`config.mk`:
```
export PLATFORM = sky130hd
export DESIGN_NAME = crc_frame_engine
export DESIGN_NICKNAME = d
export VERILOG_FILES = /design/src/rtl/crc_pkg.sv /design/src/rtl/crc_byte_step.sv /design/src/rtl/crc_sat_counter.sv /design/src/rtl/crc_reg_decode.sv /design/src/rtl/crc_frame_engine.sv
export SDC_FILE = /design/constraint.sdc
export NUM_CORES = 1
export LEC_CHECK = 0
export BUFFER_PORTS_ARGS = -buffer_cell sky130_fd_sc_hd__buf_2
export CORE_MARGIN = 2
export CORE_UTILIZATION = 50
export DETAILED_ROUTE_END_ITERATION = 8
export GPL_TIMING_DRIVEN = 0
export PLACE_DENSITY = 0.74
export SYNTH_ARGS = -nofsm -noshare
export SYNTH_HDL_FRONTEND = slang
export SYNTH_SLANG_ARGS = --single-unit
```
`constraint.sdc`:
```
create_clock -name clk -period 2.24 [get_ports clk]
set_input_delay 0.336 -clock clk [delete_from_list [all_inputs] [get_ports clk]]
set_output_delay 0.336 -clock clk [all_outputs]
set_load 0.02 [all_outputs]
```
`src/rtl/crc_pkg.sv`:
```
package crc_pkg;
  localparam int unsigned REG_W  = 16;
  localparam int unsigned ADDR_W = 2;

  typedef enum logic [ADDR_W-1:0] {
    ADR_CTRL   = 2'd0,
    ADR_INPUT  = 2'd1,
    ADR_RESULT = 2'd2,
    ADR_SPARE  = 2'd3
  } reg_addr_e;
endpackage

```
`src/rtl/crc_byte_step.sv`:
```
module crc_byte_step #(
  parameter int unsigned       CRC_W  = 16,
  parameter int unsigned       BYTE_W = 8,
  parameter logic [CRC_W-1:0]  POLY_R = 16'h8408
) (
  input  logic [CRC_W-1:0]  state_i,
  input  logic [BYTE_W-1:0] byte_i,
  output logic [CRC_W-1:0]  state_o
);
  logic [CRC_W-1:0] acc [BYTE_W+1];

  assign acc[0] = state_i;

  for (genvar b = 0; b < BYTE_W; b++) begin : g_bit
    logic fb;
    assign fb         = acc[b][0] ^ byte_i[b];
    assign acc[b + 1] = (acc[b] >> 1) ^ (fb ? POLY_R : '0);
  end

  assign state_o = acc[BYTE_W];
endmodule

```
`src/rtl/crc_sat_counter.sv`:
```
module crc_sat_counter #(
  parameter int unsigned CNT_W = 12
) (
  input  logic             clk,
  input  logic             rst_n,
  input  logic             clr_i,
  input  logic             inc_i,
  output logic [CNT_W-1:0] cnt_o
);
  localparam logic [CNT_W-1:0] CNT_MAX = '1;

  logic [CNT_W-1:0] cnt_q, cnt_d;
  logic             cnt_en;

  always_comb begin
    cnt_en = clr_i | (inc_i & (cnt_q != CNT_MAX));
    cnt_d  = clr_i ? '0 : cnt_q + 1'b1;
  end

  always_ff @(posedge clk or negedge rst_n) begin
    if (!rst_n)      cnt_q <= '0;
    else if (cnt_en) cnt_q <= cnt_d;
  end

  assign cnt_o = cnt_q;
endmodule

```
`src/rtl/crc_reg_decode.sv`:
```
module crc_reg_decode
  import crc_pkg::*;
#(
  parameter int unsigned CLR_BIT = 15,
  parameter int unsigned CNT_W   = 12,
  parameter int unsigned CRC_W   = 16
) (
  input  logic              wr_en,
  input  logic [ADDR_W-1:0] wr_addr,
  input  logic [REG_W-1:0]  wr_data,
  input  logic [ADDR_W-1:0] rd_addr,
  input  logic [CNT_W-1:0]  cnt_i,
  input  logic [CRC_W-1:0]  result_i,
  output logic              clr_o,
  output logic              feed_o,
  output logic [REG_W-1:0]  rd_data
);
  always_comb begin
    clr_o  = wr_en && (reg_addr_e'(wr_addr) == ADR_CTRL) && wr_data[CLR_BIT];
    feed_o = wr_en && (reg_addr_e'(wr_addr) == ADR_INPUT);
  end

  always_comb begin
    rd_data = '0;
    unique case (reg_addr_e'(rd_addr))
      ADR_CTRL:   rd_data[CNT_W-1:0] = cnt_i;
      ADR_RESULT: rd_data[CRC_W-1:0] = result_i;
      default:    rd_data = '0;
    endcase
  end
endmodule

```
`src/rtl/crc_frame_engine.sv`:
```
module crc_frame_engine
  import crc_pkg::*;
#(
  parameter int unsigned      CRC_W   = 16,
  parameter int unsigned      CNT_W   = 12,
  parameter int unsigned      IN_W    = 12,
  parameter int unsigned      BYTE_W  = 8,
  parameter int unsigned      CLR_BIT = 15,
  parameter logic [CRC_W-1:0] POLY_R  = 16'h8408,
  parameter logic [CRC_W-1:0] PRESET  = 16'hFFFF,
  parameter logic [CRC_W-1:0] XOROUT  = 16'hFFFF
) (
  input  logic              clk,
  input  logic              rst_n,
  input  logic              wr_en,
  input  logic [ADDR_W-1:0] wr_addr,
  input  logic [REG_W-1:0]  wr_data,
  input  logic [ADDR_W-1:0] rd_addr,
  output logic [REG_W-1:0]  rd_data
);
  logic              clr, feed, crc_en;
  logic [IN_W-1:0]   in_masked;
  logic [CRC_W-1:0]  crc_q, crc_d, crc_step;
  logic [CNT_W-1:0]  cnt;

  crc_reg_decode #(.CLR_BIT(CLR_BIT), .CNT_W(CNT_W), .CRC_W(CRC_W)) u_dec (
    .wr_en    (wr_en),
    .wr_addr  (wr_addr),
    .wr_data  (wr_data),
    .rd_addr  (rd_addr),
    .cnt_i    (cnt),
    .result_i (crc_q ^ XOROUT),
    .clr_o    (clr),
    .feed_o   (feed),
    .rd_data  (rd_data)
  );

  assign in_masked = wr_data[IN_W-1:0];

  crc_byte_step #(.CRC_W(CRC_W), .BYTE_W(BYTE_W), .POLY_R(POLY_R)) u_step (
    .state_i (crc_q),
    .byte_i  (in_masked[BYTE_W-1:0]),
    .state_o (crc_step)
  );

  crc_sat_counter #(.CNT_W(CNT_W)) u_cnt (
    .clk   (clk),
    .rst_n (rst_n),
    .clr_i (clr),
    .inc_i (feed),
    .cnt_o (cnt)
  );

  always_comb begin
    crc_en = clr | feed;
    crc_d  = clr ? PRESET : crc_step;
  end

  always_ff @(posedge clk or negedge rst_n) begin
    if (!rst_n)      crc_q <= PRESET;
    else if (crc_en) crc_q <= crc_d;
  end
endmodule

```
# Yosys cells after proc, flatten, opt, wreduce, memory -nomap -nowiden
# Cells that the tools add are included.
# Widths: inputs -> output; s select.
word_totals:
  regBits: 28
  elab_cells: 43
op_classes:
  n_addsub: 1
  eq_ne: 3
  muxes: 12
  bitwise_logic: 20
  reduce_logical: 5
ops:
  columns: ["cell", "n"]
  rows:
  - ["$mux 16", 9]
  - ["$xor 15x16->16", 8]
  - ["$pmux 12 s2", 1]
  - ["$not 16->16", 1]
  - ["$add 12x1->12 const B", 1]
  - ["$mux 12", 1]
  - ["$ne 12x12->1 const B", 1]
  - ["$xor 1x1->1", 8]
  - ["$logic_not 2->1", 2]
  - ["$mux 4", 1]
  - ["$logic_and 1x1->1", 3]
  - ["$eq 2x1->1 const B", 1]
  - ["$eq 2x2->1 const B", 1]
  - ["$or 1x1->1", 2]
  - ["$and 1x1->1", 1]

# Logic depth before layout (Yosys ltp)
# Gate-level depths: netlist of the first run.
depth:
  word_depth: 25
  mapped_depth: 6
  depth_no_buf: 5

# Cells and area by module
# Synthesis of the first run repeated with hierarchy kept, for this count alone.
hier_totals:
  hier_cells: 196
  hier_area_um2: 1999.4
modules_own_cells:
  columns: ["mod", "instances", "cells_each", "area_per_inst_um2"]
  rows:
  - ["crc_frame_engine", 1, 69, 706.9]
  - ["crc_sat_counter", 1, 65, 653.1]
  - ["crc_byte_step", 1, 29, 409.1]
  - ["crc_reg_decode", 1, 33, 230.2]

# Least setup slack after synthesis of the first run
# Ideal clock, no wire load.
synth_path:
  path_type: "in2out"
  startpoint: "in rd_addr[1]"
  endpoint: "out rd_data[2]"
  arrival_time_ps: 1443
  setup_slack_ps: 461
  path_stages: 4
  n_path_buf: 2
  path_cell_list: "clkbuf_1 buf_2 nor2_1 a211oi_1"
synth_between:
  elab_chain_len: 2
  word_cells_on_any_way: 3
  classes_between: "1 x eq/ne; 1 x mux; 1 x reduce/logical"
synth_rtl:
  columns: ["item", "line", "rtl"]
  rows:
  - ["start: declaration", "crc_frame_engine.sv:18", "input logic [ADDR_W-1:0] rd_addr,"]
  - ["$eq 2x2->1 / $logic_not 2->1 (equally long branches)", "crc_reg_decode.sv:25", "unique case (reg_addr_e'(rd_addr))"]
  - ["$pmux 12 s2 (*)", "crc_reg_decode.sv:25", null]
  - ["end: declaration", "crc_frame_engine.sv:19", "output logic [REG_W-1:0] rd_data"]
# Every way passes the cells marked *; elsewhere a longest branch is shown, timed or not.

# Worst setup path in the final report of the first run
layout_path:
  startpoint: "reg u_cnt.cnt_q[1], in the netlist u_cnt.cnt_o[1]"
  endpoint: "reg u_cnt.cnt_q[6], in the netlist u_cnt.cnt_o[6]"
layout_between:
  elab_chain_len: 3
  word_cells_on_any_way: 5
  classes_between: "1 x add/sub; 1 x eq/ne; 1 x mux; 2 x bitwise"
layout_rtl:
  columns: ["item", "line", "rtl"]
  rows:
  - ["start: declaration", "crc_sat_counter.sv:12", "logic [CNT_W-1:0] cnt_q, cnt_d;"]
  - ["start signal: assignment", "crc_sat_counter.sv:22", "else if (cnt_en) cnt_q <= cnt_d;"]
  - ["branches (longest 3 deep; another with $add 12x1->12)", null, null]
# Parallel ways; which one is timed is not known.
# A chain may end at the register's enable or synchronous reset.

==> flow_metrics.env, run 1 <==
export IMPL_status="finished with violations"
export IMPL_violations="hold timing"
export IMPL_die_h_um=63.36
export IMPL_ys_ff_latch=28
export IMPL_synthMuxAreaShare=0.06250
export IMPL_synth_top_area_frac=0.2386
export IMPL_maxCapViolations=0
export IMPL_period_needed_ns=1.917
export IMPL_crit_path_top_delay_cell="dfrtp_1"
export IMPL_ios=39
export IMPL_tns_ns=0
export IMPL_routed_wl_um=4002
export IMPL_postSynthAreaPerCell_um2=9.574
export IMPL_grt_total_usage=0.2088
export IMPL_synth_top_family_by_area="compound AO/OA/AOI/OAI gates"
export IMPL_tritoncts="yes"
export IMPL_wl_met1_um=1811
export IMPL_routedWlPerCell_um=15.16
export IMPL_cp_common_cell="o31ai_1"
export IMPL_total_power_mw=2.225
export IMPL_grt_first_pass_wirelength_um=6603
export IMPL_cts_resized=0
export IMPL_wl_met3_um=228
export IMPL_cts_buffer_depth=2
export IMPL_power_density_nw_per_um2=1103
export IMPL_period_share=0.8560
export IMPL_yosys_warnings=0
export IMPL_clock_latency_ns=0.34
export IMPL_max_freq_mhz=521.5
export IMPL_viasPerCell=5.587
export IMPL_yosysTopAreaCell="dfstp_2"
export IMPL_port_buffers=30
export IMPL_clkTransAtPathRegs_ns=0.17
export IMPL_post_synth_xor_area_fraction=0.1328
export IMPL_cp_data_arrival_time_ns=2.19
export IMPL_grt_ovfl_total=0
export IMPL_holdWs_ns=-0.02745
export IMPL_hold_violations=12
export IMPL_post_cts_buffers=0
export IMPL_worstSetupStartpointType="flop"
export IMPL_row_count=21
export IMPL_antenna_diode_count=0
export IMPL_worstPathRequired_ns=2.51
export IMPL_drive_gt1_frac=0.2752
export IMPL_synth_cells=184
export IMPL_hold_path_class="primary input to asynchronous set/reset pin"
export IMPL_area_delta_synth_final_pct=14.49
export IMPL_firstDrtPassIters=4
export IMPL_async_flop_share=1.000
export IMPL_mappedNetlistNets=208
export IMPL_slew_violations=0
export IMPL_crit_chain="ha_1, nand4_2, o31ai_1, buf_2, o211ai_1, o31ai_1"
export IMPL_start_util=0.5238
export IMPL_yosysMostFrequentCell="nor2_1"
export IMPL_vias=1475
export IMPL_dr_max_layer_used="met4"
export IMPL_dieArea_um2=4014
export IMPL_mappedNetlistArea_um2=1762
export IMPL_rsz0062_at_grt="false"
export IMPL_cp_top_family="compound AO/OA/AOI/OAI gates"
export IMPL_synthAdderAreaFrac=0.007102
export IMPL_setup_violations=0
export IMPL_drcViolationCount=0
export IMPL_worst_slew_pin_slew_ns=0.6219
export IMPL_synthSimpleGateAreaFrac=0.1641
export IMPL_slew_headroom=0.5854
export IMPL_synth_edf_count=0
export IMPL_grt_max_degree=29
export IMPL_finClkSkew_ns=0.009145
export IMPL_core_area_um2=3363
export IMPL_root_buffer="clkbuf_4"
export IMPL_synth_common_cells="nor2_1, xnor2_1, dfstp_2"
export IMPL_route_met2_wl_um=1928
export IMPL_cp_num_buf_inv=1
export IMPL_antenna_found_initial=0
export IMPL_fp_dieW_um=63.36
export IMPL_dr_first_iter_drc_count=90
export IMPL_cts_made_buffers=3
export IMPL_routabilityCongestion=0.7935
export IMPL_irDropWorstVdd_mv=0.6816
export IMPL_ys_flop_type="dfstp_2"
export IMPL_ys_seq_area_frac=0.4091
export IMPL_synth_compound_area_frac=0.1726
export IMPL_place_hpwl_um=2982
export IMPL_cts_sinks=28
export IMPL_max_stage_delay_ns=0.51
export IMPL_postRouteAntennaNets=0
export IMPL_fin_nets=243
export IMPL_crit_fanout=10
export IMPL_grt_pass1_vias=1337
export IMPL_crit_type="flop to flop"
export IMPL_ctsHoldBuffers=0
export IMPL_ys_top_cells_by_area="dfstp_2, dfrtp_1, xnor2_1"
export IMPL_ys_types=40
export IMPL_htree_levels=1
export IMPL_critPathCaptureType="flop"
export IMPL_p_leak_nw=0.9099
-- state kept, by name, summed over array words and instances, names as in the netlist --
name         count
crc_q           16
u_cnt.cnt_o     12
-- final timing paths --
path	slack, ns	endpoint	cells past startpoint	start
max	0.32	u_cnt.cnt_o[6]	6	u_cnt.cnt_o[1]
min	-0.03	u_cnt.cnt_o[2]	1	rst_n
max reg2reg	0.32	u_cnt.cnt_o[6]	6	u_cnt.cnt_o[1]
min reg2reg	0.53	crc_q[6]	2	crc_q[6]
max in group asynchronous	1.85	u_cnt.cnt_o[7]	1	rst_n
min in group clk	0.25	u_cnt.cnt_o[1]	2	wr_addr[0]
-- worst reg2reg max path, cell delays in order (launching register included) --
cell      delay, ns
dfrtp_1        0.51
ha_1           0.27
nand4_2        0.18
o31ai_1        0.40
buf_2          0.28
o211ai_1       0.12
o31ai_1        0.10
-- per-layer routing --
layer	track usage	vias to the layer above
li1	-	725
met1	0.2773	702
met2	0.3592	44
met3	0.04107	4
met4	0.03261	0
met5	0	-
-- cell families (layout without fill, tap and decap cells) --
group	after synthesis	count (layout)
simple gates	53	53
compound gates	44	44
flops	28	28
xor+xnor	25	25
buf+inv	22	56
mux	11	11
fa+ha+maj	1	1
-- through the flow --
stage / cell area, µm² / std cells / util / worst slack, ns
after floorplan: 1762 / 184 / - / 0.4614
after global placement: 1969 / 260 / 0.5856 / 0.4037
after detailed placement: 1969 / 260 / 0.5856 / 0.3945
after CTS: 2017 / 264 / 0.5997 / 0.3434
after global routing: 2017 / 264 / 0.5997 / 0.1691
final: 2017 / 264 / 0.5997 / 0.3226
-- layout make-up --
cell class              count  area (µm²)
fillers                   324        1346
multi-input cells         134       949.7
flip-flops and latches     28       720.7
repair buffers             30       150.1
well taps                  46       57.56
plain buffers              11       50.05
clock buffers               4       47.55
inverters                  11       41.29
-- cells in the final DEF, fill, tap and decap left out, types with 2 or more instances in the layout --
cell | synthesis | final
a211oi_1 | 2 | 2
xnor2_2 | 2 | 2
o22a_1 | 7 | 7
o21ai_0 | 5 | 5
nor2_1 | 19 | 19
dfstp_2 | 16 | 16
clkbuf_4 | 0 | 3
inv_1 | 11 | 11
xnor2_1 | 18 | 18
nand3_1 | 5 | 5
nand4_1 | 3 | 3
o21ai_1 | 3 | 3
xor2_1 | 5 | 5
mux2i_1 | 11 | 11
and4_1 | 2 | 2
and3_1 | 2 | 2
nand2_1 | 9 | 9
dfrtp_1 | 12 | 12
a21oi_1 | 8 | 8
o211ai_1 | 9 | 9
nand3b_1 | 2 | 2
nor3_1 | 2 | 2
buf_2 | 4 | 34
o31ai_1 | 6 | 6
clkbuf_1 | 5 | 5
-- power breakdown --
group | internal [mW] | switching (mW)
registers | 0.761 | 0.167
clock network | 0.137 | 0.165
logic | 0.500 | 0.494
total | 1.40 | 0.827
No activity file was read; power rests on OpenSTA's default activity.
==> inputs of run 2 (changes only) <==
- PLACE_DENSITY: 0.74 -> unset
- PLACE_DENSITY_LB_ADDON: unset -> 0.05
==> run 2 against run 1 <==
The run still ends with hold timing left. Via count up 0.27%. Critical path depth unchanged. Die area unchanged. Sequential power about the same. Clock-buffer cell count unchanged. Worst hold slack better by 0.023 ns. Critical endpoint is now u_cnt.cnt_o[3]. Largest power group unchanged.
==> flow_metrics.env, run 2 (synthesized netlist as in run 1, its figures left out) <==
export IMPL_maxCapViolations=0
export IMPL_antenna_found_initial=0
export IMPL_max_flop_register="crc_q"
export IMPL_drcViolationCount=0
export IMPL_violations="hold timing"
export IMPL_crit_type="flop to flop"
export IMPL_ctsHoldBuffers=0
export IMPL_hold_violations=9
export IMPL_p_leak_nw=0.9048
export IMPL_postRouteAntennaNets=0
export IMPL_tritoncts="yes"
export IMPL_ios=39
export IMPL_grt_total_usage=0.2105
export IMPL_root_buffer="clkbuf_4"
export IMPL_die_h_um=63.36
export IMPL_place_hpwl_um=3032
export IMPL_drive_gt1_frac=0.2752
export IMPL_viasPerCell=5.602
export IMPL_vias=1479
export IMPL_dieArea_um2=4014
export IMPL_clock_latency_ns=0.33
export IMPL_slew_headroom=0.5831
export IMPL_port_buffers=30
export IMPL_final_common_cell="buf_2"
export IMPL_routabilityCongestion=0.8111
export IMPL_htree_levels=1
export IMPL_routed_wl_um=3974
export IMPL_holdWs_ns=-0.004517
export IMPL_firstDrtPassIters=4
export IMPL_slew_violations=0
export IMPL_worstSetupStartpointType="flop"
export IMPL_cts_buffer_depth=2
export IMPL_grt_first_pass_wirelength_um=6699
export IMPL_largest_reg_flops=16
export IMPL_area_delta_synth_final_pct=13.85
export IMPL_setup_violations=0
export IMPL_rsz0062_at_grt="false"
export IMPL_crit_fanout=10
export IMPL_grt_max_degree=29
export IMPL_irDropWorstVdd_mv=0.6328
export IMPL_tns_ns=0
export IMPL_max_freq_mhz=530.6
export IMPL_start_util=0.5238
export IMPL_routedWlPerCell_um=15.05
export IMPL_cts_sinks=28
export IMPL_period_needed_ns=1.885
export IMPL_cp_data_arrival_time_ns=2.13
export IMPL_status="finished with violations"
export IMPL_grt_pass1_vias=1413
export IMPL_period_share=0.8414
export IMPL_row_count=21
export IMPL_worst_slew_pin_slew_ns=0.6254
export IMPL_dr_first_iter_drc_count=76
export IMPL_post_cts_buffers=0
export IMPL_final_cell_mix="buf_2, nor2_1, xnor2_1"
export IMPL_core_area_um2=3363
export IMPL_critPathCaptureType="flop"
export IMPL_total_power_mw=2.194
export IMPL_clkTransAtPathRegs_ns=0.16
export IMPL_antenna_diode_count=0
export IMPL_fp_dieW_um=63.36
export IMPL_grt_ovfl_total=0
export IMPL_cts_resized=0
export IMPL_power_density_nw_per_um2=1094
export IMPL_finClkSkew_ns=0.003749
export IMPL_fillCellCount=320
export IMPL_worstPathRequired_ns=2.49
export IMPL_fin_nets=243
export IMPL_hold_path_class="primary input to asynchronous set/reset pin"
export IMPL_cts_made_buffers=3
==> run 2: cell counts in the layout (fill, tap and decap cells not counted) <==
Identical to the previous run, type by type.
==> run 2: metrics by stage <==
| stage | cells | util | area (µm²) | hold slack, ns | worst slack, ns |
|---|---|---|---|---|---|
| after floorplan | 184 | - | 1762 | 0.04041 | 0.4614 |
| after global placement | 260 | 0.5856 | 1969 | 0.3807 | 0.4280 |
| after detailed placement | 260 | 0.5856 | 1969 | 0.3845 | 0.3942 |
| after CTS | 264 | 0.5964 | 2006 | 0.01231 | 0.3559 |
| after global routing | 264 | 0.5964 | 2006 | 0.01905 | 0.1841 |
| final | 264 | 0.5964 | 2006 | -0.004517 | 0.3553 |
==> run 2: worst paths after layout <==
check,startpoint,endpoint,slack (ns),cells past startpoint
max,u_cnt.cnt_o[1],u_cnt.cnt_o[3],0.36,6
min,rst_n,u_cnt.cnt_o[6],-0.005,1
max reg2reg,u_cnt.cnt_o[1],u_cnt.cnt_o[3],0.36,6
min reg2reg,crc_q[10],crc_q[10],0.53,2
max in group asynchronous,rst_n,u_cnt.cnt_o[1],1.85,1
min in group clk,wr_addr[0],u_cnt.cnt_o[1],0.27,2
==> run 2: final cells by class <==
type | instances | area (µm²) | share of cell area
plain buffers | 11 | 50.05 | 0.02495
well taps | 46 | 57.56 | 0.02870
flip-flops and latches | 28 | 720.7 | 0.3593
multi-input cells | 134 | 949.7 | 0.4735
repair buffers | 30 | 150.1 | 0.07486
inverters | 11 | 41.29 | 0.02059
clock buffers | 4 | 36.28 | 0.01809
==> run 2: where the power goes <==
| group | switching (mW) | total [mW] | internal (mW) |
|---|---|---|---|
| sequential | 0.170 | 0.931 | 0.762 |
| clock | 0.153 | 0.253 | 0.0995 |
| combinational | 0.511 | 1.01 | 0.500 |
| total | 0.834 | 2.19 | 1.36 |
==> run 2: layer usage <==
metal,vias to the layer above,track usage,part of all wire
met5,-,0,0
met4,0,0.07880,0.017
met3,8,0.02500,0.031
met2,36,0.3724,0.51
met1,706,0.2618,0.44
li1,729,-,-
==> run 2: critical path: stages (launching register included) <==
cell      delay (ns)
dfrtp_1         0.48
ha_1            0.27
nand4_2         0.18
o31ai_1         0.37
buf_2           0.28
o211ai_1        0.12
o31ai_1         0.10
